File: config.mk
export PLATFORM = sky130hd
export DESIGN_NAME = card_teardown_seq
export DESIGN_NICKNAME = d
export VERILOG_FILES = /design/src/rtl/cts_pkg.sv /design/src/rtl/cts_step_timer.sv /design/src/rtl/cts_fault_guard.sv /design/src/rtl/cts_fsm.sv /design/src/rtl/card_teardown_seq.sv
export SDC_FILE = /design/constraint.sdc
export NUM_CORES = 1
export LEC_CHECK = 0
export ABC_CLOCK_PERIOD_IN_PS = 2340
export CORE_ASPECT_RATIO = 1.2
export CORE_MARGIN = 2
export CORE_UTILIZATION = 55
export DETAILED_ROUTE_END_ITERATION = 10
export DONT_BUFFER_PORTS = 1
export PLACE_DENSITY = 0.73
export SETUP_SLACK_MARGIN = 0.1
export SLEW_MARGIN = 15
export SYNTH_ARGS = -nofsm -noshare
export SYNTH_HDL_FRONTEND = slang
export SYNTH_SLANG_ARGS = --single-unit
export TNS_END_PERCENT = 30
File: constraint.sdc
create_clock -name clk -period 2.34 [get_ports clk]
set_input_delay 0 -clock clk [delete_from_list [all_inputs] [get_ports clk]]
set_output_delay 0 -clock clk [all_outputs]
set_load 0.05 [all_outputs]
File: src/rtl/cts_pkg.sv
package cts_pkg;

    typedef enum logic [2:0] {
        ST_OFF,
        ST_LIVE,
        ST_HOLD_RST,
        ST_HOLD_CLK,
        ST_HOLD_IO,
        ST_HOLD_VCC,
        ST_HOLD_PWR
    } seq_state_e;

    typedef struct packed {
        logic card_rst;
        logic clk_en;
        logic io_low;
        logic vcc_dn;
        logic conv_stop;
        logic clamp;
        logic osc_slow;
    } contact_ctrl_t;

endpackage

File: src/rtl/cts_step_timer.sv
module cts_step_timer #(
    parameter int CW = 8
) (
    input  logic          clk,
    input  logic          rst_n,
    input  logic          load,
    input  logic [CW-1:0] load_val,
    output logic          expired
);

    logic [CW-1:0] cnt_q;

    always_ff @(posedge clk or negedge rst_n) begin
        if (!rst_n) begin
            cnt_q <= '0;
        end else if (load) begin
            cnt_q <= load_val;
        end else if (cnt_q != '0) begin
            cnt_q <= cnt_q - 1'b1;
        end
    end

    assign expired = (cnt_q == '0);

endmodule

File: src/rtl/cts_fault_guard.sv
module cts_fault_guard (
    input  logic clk,
    input  logic rst_n,
    input  logic armed,
    input  logic rst_level,
    input  logic flt_clk,
    input  logic flt_io,
    input  logic flt_rst,
    input  logic flt_vcc,
    input  logic clr,
    output logic fault_hit,
    output logic prot_q
);

    logic rst_fault;

    // reset-contact fault only counts while the reset line is driven low
    assign rst_fault = flt_rst & ~rst_level;
    assign fault_hit = armed & (flt_clk | flt_io | flt_vcc | rst_fault);

    always_ff @(posedge clk or negedge rst_n) begin
        if (!rst_n) begin
            prot_q <= 1'b0;
        end else if (fault_hit) begin
            prot_q <= 1'b1;
        end else if (clr) begin
            prot_q <= 1'b0;
        end
    end

endmodule

File: src/rtl/cts_fsm.sv
module cts_fsm
    import cts_pkg::*;
#(
    parameter int UNIT_CLKS = 128,
    parameter int CW        = 9
) (
    input  logic          clk,
    input  logic          rst_n,
    input  logic          sess_en,
    input  logic          prot,
    input  logic          fault_hit,
    input  logic          tmr_expired,
    output logic          tmr_load,
    output logic [CW-1:0] tmr_val,
    output contact_ctrl_t ctrl,
    output logic          seq_done
);

    localparam int DUR_RST  = UNIT_CLKS / 64;
    localparam int DUR_HALF = UNIT_CLKS / 2;
    localparam int DUR_PWR  = 2 * UNIT_CLKS;
    localparam logic [CW-1:0] LD_RST  = CW'(DUR_RST - 1);
    localparam logic [CW-1:0] LD_HALF = CW'(DUR_HALF - 1);
    localparam logic [CW-1:0] LD_PWR  = CW'(DUR_PWR - 1);

    seq_state_e st_q, st_d;

    always_ff @(posedge clk or negedge rst_n) begin
        if (!rst_n) begin
            st_q <= ST_OFF;
        end else begin
            st_q <= st_d;
        end
    end

    always_comb begin
        st_d     = st_q;
        tmr_load = 1'b0;
        tmr_val  = '0;
        unique case (st_q)
            ST_OFF: begin
                if (sess_en && !prot) begin
                    st_d = ST_LIVE;
                end
            end
            ST_LIVE: begin
                if (!sess_en || fault_hit) begin
                    st_d     = ST_HOLD_RST;
                    tmr_load = 1'b1;
                    tmr_val  = LD_RST;
                end
            end
            ST_HOLD_RST: begin
                if (tmr_expired) begin
                    st_d     = ST_HOLD_CLK;
                    tmr_load = 1'b1;
                    tmr_val  = LD_HALF;
                end
            end
            ST_HOLD_CLK: begin
                if (tmr_expired) begin
                    st_d     = ST_HOLD_IO;
                    tmr_load = 1'b1;
                    tmr_val  = LD_HALF;
                end
            end
            ST_HOLD_IO: begin
                if (tmr_expired) begin
                    st_d     = ST_HOLD_VCC;
                    tmr_load = 1'b1;
                    tmr_val  = LD_HALF;
                end
            end
            ST_HOLD_VCC: begin
                if (tmr_expired) begin
                    st_d     = ST_HOLD_PWR;
                    tmr_load = 1'b1;
                    tmr_val  = LD_PWR;
                end
            end
            ST_HOLD_PWR: begin
                if (tmr_expired) begin
                    st_d = ST_OFF;
                end
            end
            default: st_d = ST_OFF;
        endcase
    end

    always_comb begin
        ctrl     = '{card_rst: 1'b1, clk_en: 1'b1, io_low: 1'b0, vcc_dn: 1'b0,
                     conv_stop: 1'b0, clamp: 1'b0, osc_slow: 1'b0};
        seq_done = 1'b0;
        unique case (st_q)
            ST_OFF: begin
                ctrl     = '{card_rst: 1'b0, clk_en: 1'b0, io_low: 1'b1, vcc_dn: 1'b1,
                             conv_stop: 1'b1, clamp: 1'b1, osc_slow: 1'b1};
                seq_done = 1'b1;
            end
            ST_LIVE, ST_HOLD_RST: begin
            end
            ST_HOLD_CLK: begin
                ctrl.card_rst = 1'b0;
            end
            ST_HOLD_IO: begin
                ctrl.card_rst = 1'b0;
                ctrl.clk_en   = 1'b0;
            end
            ST_HOLD_VCC: begin
                ctrl.card_rst = 1'b0;
                ctrl.clk_en   = 1'b0;
                ctrl.io_low   = 1'b1;
            end
            ST_HOLD_PWR: begin
                ctrl.card_rst = 1'b0;
                ctrl.clk_en   = 1'b0;
                ctrl.io_low   = 1'b1;
                ctrl.vcc_dn   = 1'b1;
            end
            default: begin
            end
        endcase
    end

endmodule

File: src/rtl/card_teardown_seq.sv
module card_teardown_seq
    import cts_pkg::*;
#(
    parameter int UNIT_CLKS = 128
) (
    input  logic clk,
    input  logic rst_n,
    input  logic sess_en,
    input  logic prot_clr,
    input  logic flt_clk,
    input  logic flt_io,
    input  logic flt_rst,
    input  logic flt_vcc,
    output logic card_rst,
    output logic card_clk_en,
    output logic io_force_low,
    output logic vcc_ramp_dn,
    output logic conv_stop,
    output logic contact_clamp,
    output logic osc_slow,
    output logic irq_n,
    output logic prot,
    output logic seq_done
);

    localparam int CW = $clog2(2 * UNIT_CLKS + 1);

    contact_ctrl_t ctrl;
    logic          tmr_load;
    logic [CW-1:0] tmr_val;
    logic          tmr_expired;
    logic          fault_hit;
    logic          prot_q;

    cts_step_timer #(.CW(CW)) u_timer (
        .clk      (clk),
        .rst_n    (rst_n),
        .load     (tmr_load),
        .load_val (tmr_val),
        .expired  (tmr_expired)
    );

    cts_fault_guard u_guard (
        .clk       (clk),
        .rst_n     (rst_n),
        .armed     (~seq_done),
        .rst_level (ctrl.card_rst),
        .flt_clk   (flt_clk),
        .flt_io    (flt_io),
        .flt_rst   (flt_rst),
        .flt_vcc   (flt_vcc),
        .clr       (prot_clr),
        .fault_hit (fault_hit),
        .prot_q    (prot_q)
    );

    cts_fsm #(.UNIT_CLKS(UNIT_CLKS), .CW(CW)) u_fsm (
        .clk         (clk),
        .rst_n       (rst_n),
        .sess_en     (sess_en),
        .prot        (prot_q),
        .fault_hit   (fault_hit),
        .tmr_expired (tmr_expired),
        .tmr_load    (tmr_load),
        .tmr_val     (tmr_val),
        .ctrl        (ctrl),
        .seq_done    (seq_done)
    );

    assign card_rst      = ctrl.card_rst;
    assign card_clk_en   = ctrl.clk_en;
    assign io_force_low  = ctrl.io_low;
    assign vcc_ramp_dn   = ctrl.vcc_dn;
    assign conv_stop     = ctrl.conv_stop;
    assign contact_clamp = ctrl.clamp;
    assign osc_slow      = ctrl.osc_slow;
    assign prot          = prot_q;
    assign irq_n         = ~prot_q;

endmodule

==> Yosys cells after proc, flatten, opt, wreduce, memory -nomap -nowiden <==
Cells that the tools add are included.
{ "totals": {"ff_bits": 13, "input_bits": 8, "word_cells": 65} }
{ "op_classes": {"n_addsub": 1, "n_eq_ne": 13, "muxes": 25, "n_bitwise": 7, "n_reduce_logical": 16} }
{ "op_table": {"columns": ["cell", "n"], "rows": [
  ["$pmux W9 S3", 1],
  ["$mux W3", 8],
  ["$pmux W3 S7", 1],
  ["$mux W9", 2],
  ["$mux W1", 10],
  ["$ne A2 B2 Y1 const B", 5],
  ["$eq A3 B3 Y1 const B", 3],
  ["$logic_not A9 Y1", 1],
  ["$reduce_bool A9 Y1", 1],
  ["$sub A9 B1 Y9 const B", 1],
  ["$mux W8", 1],
  ["$reduce_or A4 Y1", 2],
  ["$reduce_and A7 Y1", 1],
  ["$eq A3 B2 Y1 const B", 2],
  ["$mux W6", 1],
  ["$reduce_or A3 Y1", 2],
  ["$reduce_or A5 Y1", 1],
  ["$ne A2 B1 Y1 const B", 2],
  ["$reduce_bool A2 Y1", 2],
  ["$eq A3 B1 Y1 const B", 1],
  ["$logic_not A3 Y1", 1],
  ["$or A1 B1 Y1", 3],
  ["$and A1 B1 Y1", 2],
  ["$logic_not A1 Y1", 2],
  ["other kinds (5)", 6]
]} }

==> Logic depth before layout (Yosys ltp) <==
{ "logic_depth": {"word_depth": 9, "mapped_depth": 7, "mapped_depth_nobuf": 6} }

==> Hierarchy <==
A second synthesis with hierarchy kept.
{ "hier_totals": {"cells_unflattened": 123, "hier_area_um2": 1051.0} }
{ "by_module_without_submodules": {"columns": ["module", "n_inst", "cells_each", "area_each_um2", "seq_area_each_um2"], "rows": [
  ["cts_step_timer", 1, 57, 534.3, 225.2],
  ["cts_fsm", 1, 58, 444.2, 75.1],
  ["cts_fault_guard", 1, 6, 65.1, 25.0],
  ["card_teardown_seq", 1, 2, 7.5, 0.0]
]} }

==> Worst setup path before layout <==
Ideal clock, no wire load.
{ "synth_timing": {"path_kind": "flip-flop to output port", "startpoint": "register u_fsm.st_q[0]", "endpoint": "output conv_stop", "arrival_time_ps": 2332, "required_ps": 2340, "setup_slack_ps": 8, "path_stages_with_launch": 5, "n_path_buf": 3, "cell_sequence": "dfrtp_1 -> clkbuf_1 -> clkbuf_1 -> nor3_1 -> buf_4"} }
{ "synth_between": {"elab_chain_cells": 2} }
{ "synth_rtl": {"columns": ["item", "line_no", "source"], "rows": [
  ["start: declaration", "cts_fsm.sv:26", "seq_state_e st_q, st_d;"],
  ["start signal: assignment", "cts_fsm.sv:32", "st_q <= st_d;"],
  ["$logic_not A3 Y1", "cts_fsm.sv:94", "unique case (st_q)"],
  ["$mux W3", "cts_fsm.sv:94", null],
  ["end: declaration", "card_teardown_seq.sv:18", "output logic conv_stop,"]
]} }
No other way between the ends.

==> Worst setup path after layout <==
{ "layout_timing": {"startpoint": "register u_timer.cnt_q[3]", "endpoint": "register u_timer.cnt_q[1]"} }
{ "layout_between": {"elab_chain_cells": 4} }
{ "layout_rtl": {"columns": ["item", "line_no", "source"], "rows": [
  ["start: declaration", "cts_step_timer.sv:11", "logic [CW-1:0] cnt_q;"],
  ["start signal: assignment", "cts_step_timer.sv:17", "cnt_q <= load_val;"],
  ["start signal: assignment", "cts_step_timer.sv:19", "cnt_q <= cnt_q - 1'b1;"],
  ["$logic_not A9 Y1", "cts_step_timer.sv:23", "assign expired = (cnt_q == '0);"],
  ["$mux W8, or another cell as far along", "cts_fsm.sv:75", "if (tmr_expired) begin"],
  ["$pmux W9 S3 / $pmux W1 S2 (equally long branches)", "cts_fsm.sv:40", "unique case (st_q)"],
  ["$mux W9 / $reduce_bool A2 Y1 (equally long branches)", null, null]
]} }
Parallel ways exist; a longest one is shown, timed or not.
A chain may end at the register's enable or synchronous reset.

==> results <==
- Data arrives at the worst endpoint at 2240 ps.
- After detailed routing, the number of remaining DRC violations is 0.
- The share of the synthesized netlist area taken by xor and xnor gates is a little under 7%.
- At the pin with the least slew margin, the transition time is a little under 600 ps.
- The number of instances in the placed design is between 100 and 150.
- The total of max-cap violations is 0.
- The area of the core region is about 1500 µm².
- The HPWL after detailed placement is about 1300 µm.
- In this run the power spent charging and discharging nets is just over 0.6 mW.
- Of all nets on the critical path, the largest fanout is 7.
- The initial utilization of the core area, before any placement, comes to between 60% and 70%.
- The synthesized netlist net count is between 100 and 150.
- The part of the total power dissipated in the clock network is between 10% and 20%.
- The number of cells on the worst reg-to-reg path is 4.
- In this run the clock root is driven by a sky130_fd_sc_hd__clkbuf_4.
- The post-synthesis sequential area ratio is between 30% and 40%.
- Ranked by total cell area, the synthesized netlist is headed by sky130_fd_sc_hd__dfrtp_1 (36%), sky130_fd_sc_hd__xnor2_1 (5.9%), sky130_fd_sc_hd__o21ai_0 (5.6%).
- The finished layout holds 121 standard cells, fillers aside.
- The total I/O pin count is 18.
- Of the total power, registers draw 37.1%.
- The sequential cell area is 325.3 µm².
- After technology mapping, the gate count stands at 99.
- The internal power of the cells totals 0.6659 mW.
- The clock tree from TritonCTS is done.
- In this run the tightest slew margin relative to its limit is between 60% and 70%.
- The count of yosys warnings during synthesis is 0.
- Of the post-synthesis cell area, the dominant cell type holds 36.47%.
- The detailed router finished its first iteration with 10 violations.
- The reg-to-reg startpoint is u_timer.cnt_q[3].
- For the final database, setup skew stands at ~1.4 ps.
- STA classifies the critical path startpoint as a flip-flop.
- The clock buffer count from CTS is 3.
- The floorplan has 15 rows.
- The flow ran to the end, and the final reports show no timing, DRC or antenna violations.
- The worst hold slack is around 76 ps.
- The total routed wirelength is about 1800 µm.
- The path type of the worst min-delay path is in -> reg.
- After synthesis, the largest family of logic cells by area is simple AND/OR/NAND/NOR gates.
- Routability-driven placement finished with a final weighted congestion of between 0.8 and 0.9.
- For this design, the sink count on the clock tree is 13.
- The endpoint class of the critical path is a flip-flop.
- Setup repair after global routing left no endpoint under its margin.
- The final count of pins violating max slew came to 0.
- The largest buffer count on any clock path is 2.
- The synthesized netlist devotes between 5 and 6% of its cell area to adder and majority cells.
- After Yosys synthesis, and, or, nand and nor cells account for approximately 25% of the synthesized area.
- The number of antenna violations at the first check in global routing came to 0.
- Tracing the worst setup path back leads to its startpoint at u_timer.cnt_q[3].
- In the final design database the tool counted about 120 nets.
- The number of nets still failing antenna checks after routing is 0.
- The post-CTS repair timing setup buffer count is 0.
- The post-synthesis mux area share is 6.171%.
- Counting distinct cell types in the post-synthesis netlist gives 34.
- Net switching is between 40% and 50% of the power.
- In this run the worst setup path terminates at u_timer.cnt_q[1].
- The number of endpoints with negative hold slack in the final report is 0.
- The average wire per cell in the routed design is around 15 µm.
- In this run the cell area measured after placement is just over 900 µm².
- The total of hold buffers inserted after clock tree synthesis is 4.
- In this run, the combinational gates consume between 50% and 60% of the power.
- The quantity of gates resized following cts is 0.
- The average instance area after synthesis is 9.011 µm².
- The share of the synthesized area in compound gates (AO/OA/AOI/OAI) is between 10% and 20%.
- Power spread over the standard cell area amounts to 1297 nW/µm².
- Global routing used between 20% and 30% of the available tracks across all layers.
- The start point of the worst min-delay path is flt_vcc.
- The overall overflow remaining after global route is 0.
- Entering global routing, the biggest net connects 16 pins.
- At the later pin of the worst-skew pair, clock insertion delay measures 280 ps.
- Across all register-to-register paths, the minimum setup slack is about 310 ps.
- The worst path uses 86.65% of the clock period.
- STA puts the critical path data required time at 2550 ps.
- The number of antenna diodes in the final layout is 0.
- The number of global-route vias before repair is about 690.
- The number of buffer cells added on primary ports is 0.
- The number of register bits inferred by synthesis is 13.
- The static power due to leakage is about 0.42 nW.
- Summed over all failing endpoints, the final setup total negative slack is 0 ps.
- The worst register-to-register path ends at u_timer.cnt_q[1].
- The worst-case IR drop observed on VDD is 0.6108 mV.
- Based on the critical path, the design can be clocked at up to approximately 0.5 GHz.
- The worst hold path was traced through 3 stages.
- The total setup violations reported at the end of the flow is 0.
- The first global-routing pass estimated 2787 µm of wire.
- The critical setup path kind is reg -> reg.
- The CTS clock-pin slew for the worst setup and hold paths is about 80 ps.
- Cells with a size suffix above 1 make up around 15% of the layout.
- The die covers around 2000 µm².
- The H-tree depth is 1.
- The pre-antenna-repair detailed-routing pass consisted of 4 iterations.
- The filler cells instantiated in the layout total around 130.
- The die is between 40 and 50 µm wide.
- The area used by multi-input combinational logic is 499.2 µm².
- The final instance area is slightly below 1000 µm².
- The die is between 40 and 50 µm tall.
- The synthesized design spends more area on one cell type than any other, namely sky130_fd_sc_hd__dfrtp_1.
- The routed design could run at a clock period as short as between 2000 and 2500 ps.
- The total via count after detailed routing is 754.
- The cell area that synthesis handed to floorplanning was between 800 and 900 µm².
- Dividing the detail-routed via count by the number of cells gives just over 6.
- The area growth from synthesis to layout is 10.80%.
## flip-flops by register name, indices dropped and copies added, names as in the netlist
signal and flops:
u_timer.cnt_q 9, u_fsm.st_q 3, u_guard.prot_q 1
## cell usage after synthesis
master	number
sky130_fd_sc_hd__and2_1	1
sky130_fd_sc_hd__clkbuf_1	4
sky130_fd_sc_hd__nand4b_1	1
sky130_fd_sc_hd__a32o_1	1
sky130_fd_sc_hd__nand3_1	4
sky130_fd_sc_hd__or4_1	1
sky130_fd_sc_hd__or2_2	1
sky130_fd_sc_hd__or3_1	1
sky130_fd_sc_hd__o22ai_1	1
sky130_fd_sc_hd__o21ai_0	10
sky130_fd_sc_hd__mux2_4	1
sky130_fd_sc_hd__or4b_1	1
sky130_fd_sc_hd__nor4_1	4
sky130_fd_sc_hd__maj3_1	2
sky130_fd_sc_hd__a21oi_1	2
sky130_fd_sc_hd__o21ai_2	1
sky130_fd_sc_hd__o2bb2ai_1	1
sky130_fd_sc_hd__nor3_1	4
sky130_fd_sc_hd__nor3b_1	1
sky130_fd_sc_hd__inv_1	5
sky130_fd_sc_hd__or4b_2	1
sky130_fd_sc_hd__and3_1	2
sky130_fd_sc_hd__nand2_1	5
sky130_fd_sc_hd__ha_1	2
sky130_fd_sc_hd__xnor2_1	6
sky130_fd_sc_hd__or4_4	2
sky130_fd_sc_hd__nand2b_1	2
sky130_fd_sc_hd__xor2_1	1
sky130_fd_sc_hd__a221oi_1	1
sky130_fd_sc_hd__dfrtp_1	13
sky130_fd_sc_hd__buf_4	3
sky130_fd_sc_hd__buf_6	2
sky130_fd_sc_hd__nor2_1	8
sky130_fd_sc_hd__mux2i_1	4
## cell usage in the layout, fill, tap and decap left out, drive strengths merged, types with 2 or more instances in the layout
cell,instances
dfrtp,13
o21ai,11
nor2,8
xnor2,6
buf,6
inv,5
nand2,5
nand3,4
mux2i,4
nor4,4
dlygate4sd3,4
nor3,4
clkbuf,4
or4,3
nand2b,2
a21oi,2
maj3,2
and3,2
ha,2
or4b,2
## per-stage QoR
stage / setup slack, ps / util, % / power [mW]
after global routing: 251.4 / 66.67 / 1.375
after CTS: 307.3 / 66.67 / 1.284
after detailed placement: 322.5 / 62.19 / 1.128
after floorplan: 234.0 / - / 1.001
after global placement: 351.5 / 62.19 / 1.107
final: 312.5 / 66.67 / 1.282
## worst min-delay path by stage
stage,slack [ps],to
final,80,u_timer.cnt_q[0]
after global routing,110,u_timer.cnt_q[0]
after CTS,80,u_timer.cnt_q[0]
after detailed placement,-300,u_guard.prot_q
after global placement,-300,u_fsm.st_q[1]
after floorplan,-300,u_fsm.st_q[0]
## cells by family (layout without fill, tap and decap cells)
family                     Yosys count  in the layout
xor gates and xnor gates             7              7
muxes                                5              5
adders and majority gates            4              4
buffers and inverters               14             19
DFF                                 13             13
AOI/OAI and AO/OA                   17             17
and+or+nand+nor                     39             39
## area by class of cell
cell class                 instances  share of cell area (%)
multi-input combinational         72                   50.51
sequential                        13                   32.91
inverter                           5                   1.899
tap                               17                   2.152
clock buffer                       4                   2.658
timing repair buffer              10                   9.873
## power by group through the flow
stage / registers, mW / clock network [mW] / logic, mW
after floorplan: 0.415 / 0 / 0.586
after global placement: 0.470 / 0 / 0.637
after detailed placement: 0.476 / 0 / 0.652
after CTS: 0.473 / 0.144 / 0.667
after global routing: 0.495 / 0.156 / 0.724
final: 0.476 / 0.141 / 0.665
## critical path: stages (launching register included)
cell and delay, ps:
sky130_fd_sc_hd__dfrtp_1 430, sky130_fd_sc_hd__or4_4 570, sky130_fd_sc_hd__or4_4 540, sky130_fd_sc_hd__mux2_4 320, sky130_fd_sc_hd__o21ai_2 100
## metal layers
metal  vias to the layer above  track usage [%]  share of wire [%]
met2                        24            37.46                 50
met3                        11            4.110                4.3
met1                       358            24.85                 42
li1                        361                -                  -
met5                         -                0                  0
met4                         0            10.00                4.0
Power figures use the tool's default switching activity.
